<file path="src/rtl/osx_pkg.sv">
package osx_pkg;
  localparam int unsigned OSR     = 5;
  localparam int unsigned CENTRE  = 2;
  localparam int unsigned PHASE_W = $clog2(OSR);
  typedef logic [PHASE_W-1:0] phase_t;
endpackage

</file>
<file path="src/rtl/osx_phase_ctr.sv">
module osx_phase_ctr
  import osx_pkg::*;
(
  input  logic   clk_i,
  input  logic   rst_ni,
  input  logic   run_i,
  output phase_t phase_o,
  output logic   last_o
);
  phase_t phase_q;

  // held at zero outside oversampled mode, so a mode change restarts the group
  always_ff @(posedge clk_i or negedge rst_ni) begin
    if (!rst_ni)                             phase_q <= '0;
    else if (!run_i)                         phase_q <= '0;
    else if (phase_q == phase_t'(OSR - 1))   phase_q <= '0;
    else                                     phase_q <= phase_q + 1'b1;
  end

  assign phase_o = phase_q;
  assign last_o  = run_i && (phase_q == phase_t'(OSR - 1));
endmodule

</file>
<file path="src/rtl/osx_lane_pack.sv">
module osx_lane_pack
  import osx_pkg::*;
#(
  parameter int unsigned LANE_W = 20
) (
  input  logic              clk_i,
  input  logic              rst_ni,
  input  logic              run_i,
  input  phase_t            phase_i,
  input  logic              last_i,
  input  logic [LANE_W-1:0] raw_i,
  output logic [LANE_W-1:0] data_o
);
  localparam int unsigned BPW = LANE_W / OSR;

  logic [BPW-1:0]    pick;
  logic [LANE_W-1:0] acc_q, merged, data_q;

  for (genvar j = 0; j < BPW; j++) begin : g_pick
    assign pick[j] = raw_i[j*OSR + CENTRE];
  end

  for (genvar k = 0; k < OSR; k++) begin : g_slot
    assign merged[k*BPW +: BPW] = (phase_i == phase_t'(k)) ? pick : acc_q[k*BPW +: BPW];
  end

  always_ff @(posedge clk_i or negedge rst_ni) begin
    if (!rst_ni) begin
      acc_q  <= '0;
      data_q <= '0;
    end else begin
      if (run_i) acc_q <= merged;
      if (!run_i)      data_q <= raw_i;
      else if (last_i) data_q <= merged;
    end
  end

  assign data_o = data_q;
endmodule

</file>
<file path="src/rtl/osx_extract.sv">
module osx_extract
  import osx_pkg::*;
#(
  parameter int unsigned SYM_PER_CLK = 2,
  parameter int unsigned NUM_CH      = 3
) (
  input  logic                            clk_i,
  input  logic                            rst_ni,
  input  logic                            os_en_i,
  input  logic [NUM_CH*SYM_PER_CLK*10-1:0] data_i,
  output logic [NUM_CH*SYM_PER_CLK*10-1:0] data_o,
  output logic                            valid_o
);
  localparam int unsigned LANE_W = SYM_PER_CLK * 10;

  phase_t phase;
  logic   last;
  logic   valid_q;

  osx_phase_ctr u_phase (
    .clk_i   (clk_i),
    .rst_ni  (rst_ni),
    .run_i   (os_en_i),
    .phase_o (phase),
    .last_o  (last)
  );

  for (genvar c = 0; c < NUM_CH; c++) begin : g_lane
    osx_lane_pack #(.LANE_W(LANE_W)) u_lane (
      .clk_i   (clk_i),
      .rst_ni  (rst_ni),
      .run_i   (os_en_i),
      .phase_i (phase),
      .last_i  (last),
      .raw_i   (data_i[c*LANE_W +: LANE_W]),
      .data_o  (data_o[c*LANE_W +: LANE_W])
    );
  end

  always_ff @(posedge clk_i or negedge rst_ni) begin
    if (!rst_ni) valid_q <= 1'b0;
    else         valid_q <= !os_en_i || last;
  end

  assign valid_o = valid_q;
endmodule

</file>
<file path="config.mk">
export PLATFORM = sky130hd
export DESIGN_NAME = osx_extract
export DESIGN_NICKNAME = d
export VERILOG_FILES = /design/src/rtl/osx_pkg.sv /design/src/rtl/osx_phase_ctr.sv /design/src/rtl/osx_lane_pack.sv /design/src/rtl/osx_extract.sv
export SDC_FILE = /design/constraint.sdc
export NUM_CORES = 1
export LEC_CHECK = 0
export BUFFER_PORTS_ARGS = -buffer_cell sky130_fd_sc_hd__buf_2
export CORE_AREA = 2 2 109 122
export DETAILED_ROUTE_END_ITERATION = 6
export DIE_AREA = 0 0 111 124
export PLACE_DENSITY = 0.71
export RECOVER_POWER = 25
export SYNTH_ARGS = -nofsm -noshare
export SYNTH_HDL_FRONTEND = slang
export SYNTH_HIERARCHICAL = 1
export SYNTH_SLANG_ARGS = --single-unit
</file>
<file path="constraint.sdc">
create_clock -name clk_i -period 4.8 [get_ports clk_i]
set_input_delay 0.24 -clock clk_i [delete_from_list [all_inputs] [get_ports clk_i]]
set_output_delay 0.24 -clock clk_i [all_outputs]
set_load 0.05 [all_outputs]
</file>
=== Yosys cells after proc, flatten, opt, wreduce, memory -nomap -nowiden ===
Cells that the tools add are included.

* Register bits: 124
* Bits in latches: 0
* Memory bits (writable): 0
* Bits in read-only memories: 0
* Output and inout bits: 61
* Logic and storage cells: 41
* Memories kept: 0

* Add/subtract/negate cells: 1
* Multiply operators: 0
* Div/mod/pow operators: 0
* Order comparisons: 0
* Equal/unequal tests: 5
* Shift operators: 0
* Muxes and demuxes: 23
* Bitwise logic cells: 0
* Reduce and logical (&&, ||, !) cells: 4

{| class="wikitable"
|+ Operator list
! operator !! count
|-
| two-way mux 20 bit || 6
|-
| two-way mux 4 bit || 15
|-
| == test 3 x 2 -> 1 bit (second input constant) || 2
|-
| two-way mux 3 bit || 2
|-
| adder 3 x 1 -> 3 bit (second input constant) || 1
|-
| == test 3 x 1 -> 1 bit (second input constant) || 1
|-
| == test 3 bit (second input constant) || 1
|-
| zero test 3 bit || 1
|-
| != test 2 x 1 -> 1 bit (second input constant) || 1
|-
| logical AND 1 bit || 1
|-
| zero test 1 bit || 1
|-
| logical OR 1 bit || 1
|}

=== Depth between registers and ports, before layout ===
Gate-level depths: netlist of run 1.

* Depth in word-level cells: 4
* Depth in mapped cells: 8
* Depth with buffers taken out: 6

=== By module ===
The synthesis of run 1 kept the hierarchy.

{| class="wikitable"
|+ Modules (own cells, without submodules)
! module !! times used !! cells an instance !! area each (µm²)
|-
| osx_lane_pack || 3 || 162 || 1,981.9
|-
| osx_phase_ctr || 1 || 14 || 155.1
|-
| osx_extract || 1 || 2 || 31.3
|}

=== Least setup slack after synthesis of run 1 ===
OpenSTA, ideal clock, no wires.

* Path kind: register to register
* Start point: reg u_phase.phase_q[1] (netlist: u_phase/phase_o[1])
* End point: reg g_lane[0].u_lane.data_q[12]
* Library setup time: 83 ps
* Arrival time: 1,636 ps
* Data required time: 4,717 ps
* Slack: 3,081 ps
* Cell stages (with the launch flop): 9
* Buffers on the path: 2
* Period minus slack after synthesis: 1,719 ps
* Cell sequence: dfrtp_1 > inv_1 > ha_1 > and3_1 > clkbuf_1 > nor2b_1 > buf_2 > a21oi_1 > o21ai_0

* Elaborated cells on any way between the ends: 7
* Those cells by class: eq/ne: 3; mux: 3; reduce/logical: 1

{| class="wikitable"
|+ RTL lines
! element !! line !! RTL
|-
| start: declaration || osx_phase_ctr.sv:10 || <nowiki>phase_t phase_q;</nowiki>
|-
| start signal: assignment || osx_phase_ctr.sv:17 || <nowiki>else phase_q <= phase_q + 1'b1;</nowiki>
|-
| == test 3 bit || osx_phase_ctr.sv:21 || <nowiki>assign last_o = run_i && (phase_q == phase_t'(OSR - 1));</nowiki>
|-
| logical AND 1 bit || osx_phase_ctr.sv:21 ||
|-
| net last || osx_extract.sv:17 || <nowiki>logic last;</nowiki>
|-
| != test 2 x 1 -> 1 bit (no source line) || n/a ||
|-
| end signal: assignment || osx_lane_pack.sv:33 || <nowiki>if (!run_i) data_q <= raw_i;</nowiki>
|-
| end signal: assignment || osx_lane_pack.sv:34 || <nowiki>else if (last_i) data_q <= merged;</nowiki>
|-
| end: declaration || osx_lane_pack.sv:17 || <nowiki>logic [LANE_W-1:0] acc_q, merged, data_q;</nowiki>
|}

The timed path passes the listed nets, and every way through them passes these cells. The select of a mux whose other input is x is not followed.
A chain may end at the register's enable or synchronous reset.

=== Worst setup path in the final report of run 1 ===
* Start point: reg u_phase.phase_q[1] (netlist: u_phase/phase_o[1])
* End point: reg g_lane[1].u_lane.data_q[16]

* Elaborated cells on any way between the ends: 6
* Those cells by class: eq/ne: 2; mux: 3; reduce/logical: 1

{| class="wikitable"
|+ RTL lines
! element !! line
|-
| == test 3 bit || osx_phase_ctr.sv:21
|-
| logical AND 1 bit || osx_phase_ctr.sv:21
|-
| net last || osx_extract.sv:17
|-
| != test 2 x 1 -> 1 bit (no source line) || n/a
|-
| end signal: assignment || osx_lane_pack.sv:33
|-
| end signal: assignment || osx_lane_pack.sv:34
|-
| end: declaration || osx_lane_pack.sv:17
|}

The timed path passes the listed nets, and every way through them passes these cells. The select of a mux whose other input is x is not followed.

==> reports/results.tsv, run 1 <==
metric	value	unit
cp_slowest_cell	dfrtp_2	
synth_seq_cells	124	
std_cell_rows	43	
num-nets-final	673	
grt_pass1_wl	21800	µm
regArea	0.00311	mm²
pin_count	124	
clk_path_buf_depth	2	
synth-async-reset-ratio	100	%
cp.buffers_inverters	2	
yosys.area.top_type_share	50.6	%
synth_cell_types	33	
slowest_delay	0.90	ns
post_cts_buffers	0	
crit_arrival	3.30	ns
crit_chain	inv_1 > ha_1 > and3_1 > buf_4 > nor2b_1 > a21oi_1 > o21ai_0	
antenna_found_initial	0	
synth_area	0.00613	mm²
syn_inst	502	
total_power	3.42	mW
setup_violations	0	
finalHoldViolations	0	
synth_ff_type	dfrtp_1	
worst_slew_pin_slew	2.08	ns
avgSynthCellArea	12.2	µm²
initial_core_util	49.3	%
die_w	111	µm
synth_nets	567	
finalCritPeriodShare	62.1	%
gp_congestion	0.763	
drive_gt1_share	39.1	%
synth_edf_count	0	
routed_wl	13100	µm
viasPerCell	5.49	
rsz0062_at_grt	false	
firstDrtPassIters	4	
drc_errors	0	
status	finished, violations left	
combinationalPowerShare	22.7	%
clkPwrFrac	36.0	%
cp_top_family	simple AND/OR/NAND/NOR gates	
cts_tree	built	
insertedDiodeCount	0	
path_class	reg2reg	
clk_latency	0.40	ns
io_buffers	123	
swShare	30.4	%
start_kind	flop	
synth_largest_area_cell	dfrtp_1	
path_max_fanout	29	
synth_seq_area_share	50.6	%
max-cap-violations	1	
clock-sinks	124	
max_freq	335	MHz
power.net_switching	1.04	mW
wl_per_cell	16.8	µm
powerDensity	466	mW/mm²
fin_crit	2.98	ns
p_leak	3.28	nW
grt_max_degree	84	
critPathRequiredTime	5.12	ns
worstSetupEndpointType	flop	
internal_power	2.38	mW
post-dp-hpwl	8690	µm
violations	max-capacitance violations, max-slew violations	
tns	0	ns
ys_top_cells_by_area	dfrtp_1, mux2i_1, mux2_2	
drtIter0Drc	268	
min_path_type	in2reg	
cts_resized	0	
slew_headroom	-38.8	%
synthTopCellsByCount	dfrtp_1, mux2i_1, mux2_2, nor2b_1, a21oi_1	
p_seq_share	41.3	%
fillers	1017	
hold_buffers	0	
yosysMostFrequentCell	dfrtp_1	
multi_input_area	0.00280	mm²
peakVddDrop	0.257	mV
vias	4268	
clock_skew	0.00790	ns
clkTransAtPathRegs	0.06	ns
track_usage	19.9	%
grt_overflow	0	
coreArea	0.0124	mm²
cts_made_buffers	17	
h-tree-depth	4	
area_growth_syn_to_layout	19.6	%
drtAntennaViolNets	0	
grt_pass1_vias	4298	
die-area	0.0138	mm²
die_h	124	µm
slew_violations	84	
synth_warnings	6	
cts_root_buf	clkbuf_16	
state kept, by name, indices dropped and copies added, names as in the netlist:
name and count:
g_lane.u_lane/acc_q 60, valid_o 1, g_lane.u_lane/data_o 60, u_phase/phase_o 3
worst paths after layout:
kind                                              from                     endpoint  slack, ns  cells past startpoint
max in group asynchronous                       rst_ni    g_lane[2].u_lane/acc_q[9]       2.87                      2
min in group asynchronous                       rst_ni  g_lane[2].u_lane/data_o[16]       0.41                      1
max reg2reg                         u_phase/phase_o[1]  g_lane[1].u_lane/data_o[16]       1.82                      7
min reg2reg                g_lane[2].u_lane/data_o[12]  g_lane[2].u_lane/data_o[12]       0.49                      2
min                                          data_i[4]   g_lane[0].u_lane/data_o[4]       0.12                      3
max                                 u_phase/phase_o[1]  g_lane[1].u_lane/data_o[16]       1.82                      7
layer usage:
layer | global-route usage (%) | part of all wire, % | vias to the layer above
met2 | 32.7 | 50 | 109
met5 | 0 | 0 | -
met4 | 5.47 | 0.24 | 0
met1 | 26.3 | 45 | 2121
li1 | - | - | 2034
met3 | 5.26 | 4.6 | 4
power by group through the flow:
stage / Clock [mW] / Combinational (mW) / Sequential [mW]
global route: 1.31 / 0.842 / 1.44
global placement: 0 / 0.763 / 1.41
detailed placement: 0 / 0.777 / 1.43
finish: 1.23 / 0.776 / 1.41
CTS: 1.25 / 0.784 / 1.41
floorplan: 0 / 0.457 / 1.55
layout by cell type (no fill, tap or decap):
cell / netlist / routed
a211oi_1: 1 / 1
a21oi_1: 45 / 45
a21oi_2: 1 / 1
a31oi_1: 15 / 15
and2_1: 1 / 1
and2_4: 3 / 3
and3_1: 1 / 1
and4bb_1: 3 / 3
and4bb_2: 3 / 3
buf_2: 9 / 121
buf_4: 3 / 4
bufinv_16: 0 / 2
clkbuf_16: 0 / 17
clkbuf_2: 0 / 1
clkinv_2: 0 / 5
clkinv_4: 0 / 3
clkinvlp_4: 0 / 4
dfrtp_1: 124 / 121
dfrtp_2: 0 / 3
ha_1: 2 / 2
inv_1: 3 / 3
inv_6: 0 / 1
mux2_2: 48 / 48
mux2_4: 12 / 12
mux2i_1: 60 / 60
nand2_1: 3 / 3
nand2b_1: 8 / 8
nand3b_1: 3 / 3
nand4b_1: 3 / 3
nor2b_1: 48 / 48
nor3_4: 3 / 3
nor3b_2: 3 / 3
nor3b_4: 6 / 6
nor4b_4: 3 / 3
o21ai_0: 30 / 30
o21ai_1: 15 / 15
o22ai_1: 15 / 15
or3b_1: 1 / 1
stage by stage:
| step | utilization [%] | cell area [µm²] | hold WS, ns | worst slack (ns) | cells |
|---|---|---|---|---|---|
| after detailed placement | 54.4 | 6760 | 0.486 | 1.79 | 746 |
| final | 59.0 | 7330 | 0.120 | 1.82 | 778 |
| after global routing | 59.0 | 7330 | 0.115 | 1.55 | 778 |
| after CTS | 59.0 | 7340 | 0.0542 | 1.77 | 778 |
| after global placement | 54.4 | 6760 | 0.472 | 1.95 | 746 |
| after floorplan | - | 6130 | -0.0556 | 3.08 | 502 |
worst reg2reg max path, cell delays in order, from the launching register on:
cell and delay, ns:
dfrtp_2 0.90, inv_1 0.11, ha_1 0.23, and3_1 0.26, buf_4 0.25, nor2b_1 0.83
a21oi_1 0.21, o21ai_0 0.12
area by class of cell:
class | count | share of cell area (%)
flip-flops and latches | 124 | 42.4
multi-input cells | 336 | 38.2
repair buffers | 126 | 8.73
clock inverters | 15 | 2.05
clock buffers | 17 | 5.80
inverters | 3 | 0.154
well taps | 157 | 2.68
cell families (layout without fill, tap and decap cells):
logic type	count (synthesis)	count (layout)	synth area share (%)
and+or+nand+nor	92	92	13.1
DFF	124	124	50.6
muxes	120	120	21.5
AOI/OAI and AO/OA	122	122	10.7
buffers and inverters	42	161	3.67
adders and majority gates	2	2	0.408
Power figures use the tool's default switching activity.
==> inputs of run 2 (changes only) <==
--- a/config.mk
+++ b/config.mk
@@ -5,10 +5,11 @@
 export SDC_FILE = /design/constraint.sdc
 export NUM_CORES = 1
 export LEC_CHECK = 0
+export ABC_AREA = 1
 export BUFFER_PORTS_ARGS = -buffer_cell sky130_fd_sc_hd__buf_2
-export CORE_AREA = 2 2 109 122
+export CORE_AREA = 2 2 113 126
 export DETAILED_ROUTE_END_ITERATION = 6
-export DIE_AREA = 0 0 111 124
+export DIE_AREA = 0 0 115 128
 export PLACE_DENSITY = 0.71
 export RECOVER_POWER = 25
 export SYNTH_ARGS = -nofsm -noshare
==> constraint.sdc (replaced) <==
create_clock -name clk_i -period 3 [get_ports clk_i]
set_input_delay 0.15 -clock clk_i [delete_from_list [all_inputs] [get_ports clk_i]]
set_output_delay 0.15 -clock clk_i [all_outputs]
set_load 0.05 [all_outputs]
==> run 2 against run 1 <==
  * The run now ends clean
  * Via count grew 44%
  * Clock-buffer cell count grew 7
  * Worst hold slack lost 0.10 ns
  * Sequential power grew 47%
  * Cell area grew 7.0%
  * Final cell count grew 53%
  * Fmax grew 37%
  * Clock skew shrank 0.0016 ns
  * Die area grew 6.9%
  * Synthesized cell count grew 81%
==> reports/results.tsv, run 2 <==
metric	value	unit	change
viasPerCell	5.18		-5.5%
clkTransAtPathRegs	0.06	ns	about the same
drtAntennaViolNets	0		unchanged
grt_pass1_wl	26900	µm	+23%
peakVddDrop	0.316	mV	+23%
powerDensity	703	mW/mm²	+51%
clkPwrFrac	39.6	%	+3.6 points
ys_top_cells_by_area	dfrtp_1, nand2_1, nand3_1		
internal_power	3.78	mW	+59%
cp_slowest_cell	inv_1		
h-tree-depth	4		unchanged
syn_inst	911		+81%
gp_congestion	0.785		+2.9%
die_w	115	µm	+3.6%
status	complete, no violations		
crit_chain	buf_4 > nand2_1 > nor2_4 > buf_4 > inv_1 > nand3_1 > o21ai_0 > inv_1 > nand2_1		
pin_count	124		unchanged
place_inst	1156		+55%
power.net_switching	1.74	mW	+67%
fin_crit	2.18	ns	-0.800 ns
max-cap-violations	0		-1
slew_violations	0		-100%
path_class	reg2reg		
synth_seq_cells	124		unchanged
io_buffers	123		unchanged
worst_slew_pin_slew	1.16	ns	-0.919 ns
critPathRequiredTime	3.30	ns	-1.82 ns
insertedDiodeCount	0		unchanged
worstSetupEndpointType	flop		
vias	6154		+44%
start_kind	flop		
num-nets-final	1077		+60%
clock_skew	0.00630	ns	-0.00159 ns
synth_edf_count	0		unchanged
fin_cells	1187		+53%
grt_pass1_vias	5634		+31%
mostFrequentLayoutCell	nand2_1		
die_h	128	µm	+3.2%
grt_overflow	0		unchanged
grt_max_degree	86		+2.4%
finalCritPeriodShare	72.7	%	+11 points
finalHoldViolations	0		unchanged
antenna_found_initial	0		unchanged
avgSynthCellArea	7.28	µm²	-40%
slowest_delay	0.36	ns	-0.54 ns
wl_per_cell	13.5	µm	-20%
rsz0062_at_grt	false		
post_cts_buffers	0		unchanged
clock-sinks	124		unchanged
synth_largest_area_cell	dfrtp_1		
die-area	0.0147	mm²	+6.9%
synth_area	0.00663	mm²	+8.1%
synth_ff_type	dfrtp_1		
slew_headroom	22.4	%	+61 points
placed_cell_area	0.00724	mm²	+7.1%
min_path_type	in2reg		
max_freq	458	MHz	+37%
setup_violations	0		unchanged
synth_nets	976		+72%
synth_cell_types	17		-48%
cts_made_buffers	17		unchanged
std_cell_rows	45		+4.7%
clk_latency	0.41	ns	about the same
synth-async-reset-ratio	100	%	unchanged
synth_seq_area_share	46.8	%	-3.8 points
drive_gt1_share	13.7	%	-25 points
finalInstanceArea	0.00785	mm²	+7.0%
cts_tree	built		
combinationalPowerShare	22.9	%	+0.2 points
track_usage	22.8	%	+3.0 points
cts_root_buf	clkbuf_16		
final_cell_mix	nand2_1, nand3_1, inv_1, dfrtp_1, buf_2		
drc_errors	0		unchanged
drtIter0Drc	366		+37%
synth_warnings	6		unchanged
coreArea	0.0135	mm²	+8.7%
crit_arrival	2.48	ns	-0.82 ns
yosysMostFrequentCell	nand2_1		
path_max_fanout	24		-17%
initial_core_util	49.1	%	-0.27 points
firstDrtPassIters	5		+1
yosys.area.top_type_share	46.8	%	-3.8 points
tns	0	ns	unchanged
area_growth_syn_to_layout	18.3	%	
post-dp-hpwl	10400	µm	+19%
synthTopCellsByCount	nand2_1, nand3_1, dfrtp_1, inv_1, nand4_1		
clk_path_buf_depth	2		unchanged
swShare	31.5	%	+1.1 points
routed_wl	16000	µm	+23%
p_leak	4.35	nW	+33%
p_seq_share	37.5	%	-3.8 points
total_power	5.52	mW	+61%
-- run 2: cell types whose count changed in the layout (fill, tap and decap cells not counted), sizes merged, moves of 15 or more --
cell,before,now
nand3,0,162
mux2,60,0
buf,125,102
clkbuf,18,54
o22ai,15,0
mux2i,60,0
a31oi,15,0
a21oi,46,0
nor2b,48,0
nand2,3,328
nand4,0,60
inv,4,127
-- run 2: what timing repair did --
item / in CTS / in global routing
hold buffers: 1 / 0
hold endpoints to repair: 46 / 0
gates resized for setup: 0 / 0
-- run 2: layout make-up --
class	count	area [µm²]
repair buffers	133	676
flip-flops and latches	124	3100
inverters	127	477
well taps	164	205
multi-input cells	609	2750
clock buffers	24	502
fillers	1303	5670
clock inverters	6	133
-- run 2: through the flow --
stage	hold slack [ns]	utilization, %	worst slack [ns]
detailed placement	0.205	53.6	0.859
floorplan	-0.146	-	1.20
CTS	0.00489	58.4	0.858
global placement	0.204	53.6	0.910
finish	0.0188	58.1	0.818
global route	0.0252	58.1	0.630
-- run 2: worst paths after layout --
kind	startpoint	endpoint	slack, ns	depth (start not counted)
worst max register to register	u_phase/phase_o[2]	g_lane[2].u_lane/data_o[2]	0.82	9
worst min-delay path	data_i[36]	g_lane[1].u_lane/data_o[16]	0.02	5
worst max-delay path	u_phase/phase_o[2]	g_lane[2].u_lane/data_o[2]	0.82	9
max in group asynchronous	rst_ni	g_lane[1].u_lane/acc_q[9]	1.49	3
worst min register to register	g_lane[1].u_lane/acc_q[5]	g_lane[1].u_lane/acc_q[5]	0.48	2
min in group asynchronous	rst_ni	g_lane[2].u_lane/data_o[3]	0.51	2
-- run 2: power by group through the flow --
| stage | Sequential, mW | Combinational [mW] | Clock [mW] |
|---|---|---|---|
| after detailed placement | 2.08 | 1.27 | 0 |
| after floorplan | 2.36 | 0.681 | 0 |
| final | 2.07 | 1.26 | 2.19 |
| after CTS | 2.06 | 1.28 | 2.22 |
| after global placement | 2.08 | 1.25 | 0 |
| after global routing | 2.09 | 1.42 | 2.29 |
-- run 2: cell families (layout without fill, tap and decap cells) --
group | after synthesis | in the layout | synth area share (%)
simple gates | 559 | 559 | 37.4
compound gates | 48 | 48 | 3.62
buf+inv | 178 | 290 | 11.8
fa+ha+maj | 2 | 2 | 0.377
flops | 124 | 124 | 46.8
-- run 2: worst max-delay path: cells and delay by family (launching register included) --
kind	cells	cell delay, ns
buf+inv	4	1.03
simple gates	4	0.62
flops	1	0.32
compound gates	1	0.10
-- run 2: routing by layer --
layer	routed length, µm	up-vias	global-route usage, %
li1	-	3123	-
met1	7350	2856	30.7
met2	7610	152	36.9
met3	773	23	4.87
met4	262	0	7.51
met5	0	-	0
==> inputs of run 3 (changes only) <==
==> constraint.sdc (replaced) <==
create_clock -name clk_i -period 2.1 [get_ports clk_i]
set_input_delay 0.105 -clock clk_i [delete_from_list [all_inputs] [get_ports clk_i]]
set_output_delay 0.105 -clock clk_i [all_outputs]
set_load 0.05 [all_outputs]
==> run 3 against run 2 <==
  * Clock skew hardly changed
  * First-iteration DRC count is 27% higher
  * Worst hold slack better by 0.018 ns
  * Highest routed layer unchanged
  * Critical path depth stayed put
  * Largest cell class unchanged
  * Core utilization is 4.5 points higher
  * Cell area is 7.7% higher
  * Largest power group unchanged
==> reports/results.tsv, run 3 (synthesis gave the netlist of run 2 again) <==
metric	value	unit	change
status	complete, no violations		
h-tree-depth	4		unchanged
min_path_type	in2reg		
path_class	reg2reg		
peakVddDrop	0.519	mV	+64%
std_cell_rows	45		unchanged
crit_chain	inv_1 > ha_1 > nand2_1 > nor2_4 > inv_1 > nand3_1 > o21ai_0 > inv_1 > nand2_1		
firstDrtPassIters	6		+1
crit_arrival	2.03	ns	-0.45 ns
clock-sinks	124		unchanged
max_freq	596	MHz	+30%
rrSetupSlack	0.42	ns	-0.39 ns
min_from	data_i[59]		
io_buffers	123		unchanged
r2r_start	u_phase/phase_o[0]		
die-area	0.0147	mm²	unchanged
drive_gt1_share	16.2	%	+2.6 points
pre_cts_slack	0.419	ns	-0.440 ns
grt_pass1_vias	5806		+3.1%
post-route-util	62.6	%	+4.5 points
vias	6381		+3.7%
clk_path_buf_depth	2		unchanged
rsz0062_at_grt	false		
timing.hold.ws	0.0368	ns	+0.0180 ns
fin_crit	1.68	ns	-0.506 ns
clk_latency	0.42	ns	about the same
worst_path_most_repeated_cell	inv_1		
critPathRequiredTime	2.46	ns	-0.84 ns
grt_max_degree	84		-2.3%
worst_slew_pin_slew	1.07	ns	-0.0929 ns
cts_root_buf	clkbuf_16		
fillers	1193		-8.4%
path_max_fanout	20		-17%
regArea	0.00310	mm²	unchanged
routed_wl	16600	µm	+3.5%
grt_overflow	0		unchanged
min_path_cells	5		unchanged
powerDensity	969	mW/mm²	+38%
final_cell_mix	nand2_1, nand3_1, inv_1, dfrtp_1, buf_2		
slowest_delay	0.50	ns	+0.14 ns
cp_slowest_cell	inv_1		
mostFrequentLayoutCell	nand2_1		
cp_top_family	buffers and inverters		
finalCritPeriodShare	79.8	%	+7.1 points
clock_skew	0.00672	ns	+0.000420 ns
post-dp-hpwl	10500	µm	+1.3%
die_h	128	µm	unchanged
antenna_found_initial	0		unchanged
worstRegToRegCells	9		unchanged
drc_errors	0		unchanged
start_kind	flop		
cp.buffers_inverters	3		-1
drtAntennaViolNets	0		unchanged
insertedDiodeCount	0		unchanged
finalHoldViolations	0		unchanged
initial_core_util	49.1	%	unchanged
max-cap-violations	0		unchanged
setup_ws	0.423	ns	-0.394 ns
area_growth_syn_to_layout	27.5	%	
p_leak	4.68	nW	+7.7%
viasPerCell	5.14		-0.82%
cts_resized	0		unchanged
multi_input_area	0.00275	mm²	about the same
cts_made_buffers	17		unchanged
gp_congestion	0.801		+2.0%
slew_headroom	28.6	%	+6.2 points
r2r-end	g_lane[1].u_lane/data_o[17]		
die_w	115	µm	unchanged
setup_violations	0		unchanged
drtIter0Drc	465		+27%
coreArea	0.0135	mm²	unchanged
slew_violations	0		unchanged
track_usage	23.1	%	+0.32 points
tns	0	ns	unchanged
hold_end	g_lane[2].u_lane/data_o[19]		
pin_count	124		unchanged
grt_pass1_wl	27200	µm	+1.3%
total_power	8.19	mW	+48%
num-nets-final	1129		+4.8%
worstSetupEndpointType	flop		
clkTransAtPathRegs	0.06	ns	about the same
cts_tree	built		
wl_per_cell	13.3	µm	-0.99%
[run 3: routing by layer]
metal  GRT usage [%]  up-vias  part of all wire [%]
li1                -     3232                     -
met4            8.58        0                   1.4
met5               0        -                     0
met1            30.5     2977                    45
met3            4.35       23                   4.7
met2            38.0      149                    49
[run 3: cell type report]
cell class                 instances  area share [%]
clock inverter                    11            2.53
multi-input combinational        609            32.5
timing repair buffer             185            14.7
clock buffer                      21            5.45
sequential                       124            36.7
tap                              164            2.43
inverter                         127            5.64
[run 3: worst max-delay path by stage]
stage,startpoint,endpoint,slack (ns),cells past startpoint
after global placement,u_phase/phase_o[0],g_lane[2].u_lane/data_o[7],0.47,9
after global routing,u_phase/phase_o[0],g_lane[0].u_lane/data_o[17],0.20,9
after floorplan,u_phase/phase_o[2],g_lane[0].u_lane/data_o[18],0.30,8
after CTS,u_phase/phase_o[0],g_lane[1].u_lane/data_o[17],0.41,9
final,u_phase/phase_o[0],g_lane[1].u_lane/data_o[17],0.42,9
after detailed placement,u_phase/phase_o[0],g_lane[1].u_lane/data_o[7],0.42,9
[run 3: report_power, final]
| group | leakage (nW) | internal, mW | switching, mW |
|---|---|---|---|
| logic | 2.81 | 0.572 | 1.33 |
| clock network | 0.323 | 2.28 | 1.05 |
| registers | 1.55 | 2.78 | 0.162 |
| total | 4.68 | 5.64 | 2.55 |
[run 3: per-stage QoR]
stage               area [µm²]  cells
detailed placement        7300   1161
CTS                       8460   1241
floorplan                 6630    911
global route              8450   1241
global placement          7300   1161
finish                    8450   1241
[run 3: worst register-to-register path: stages (launching register included)]
cell     delay, ns
dfrtp_1       0.34
inv_1         0.05
ha_1          0.18
nand2_1       0.11
nor2_4        0.06
inv_1         0.50
nand3_1       0.13
o21ai_0       0.12
inv_1         0.07
nand2_1       0.06
[run 3: timing repair]
item	in CTS	in global routing
hold endpoints to repair	86	0
hold buffers	48	0
setup buffers	0	0
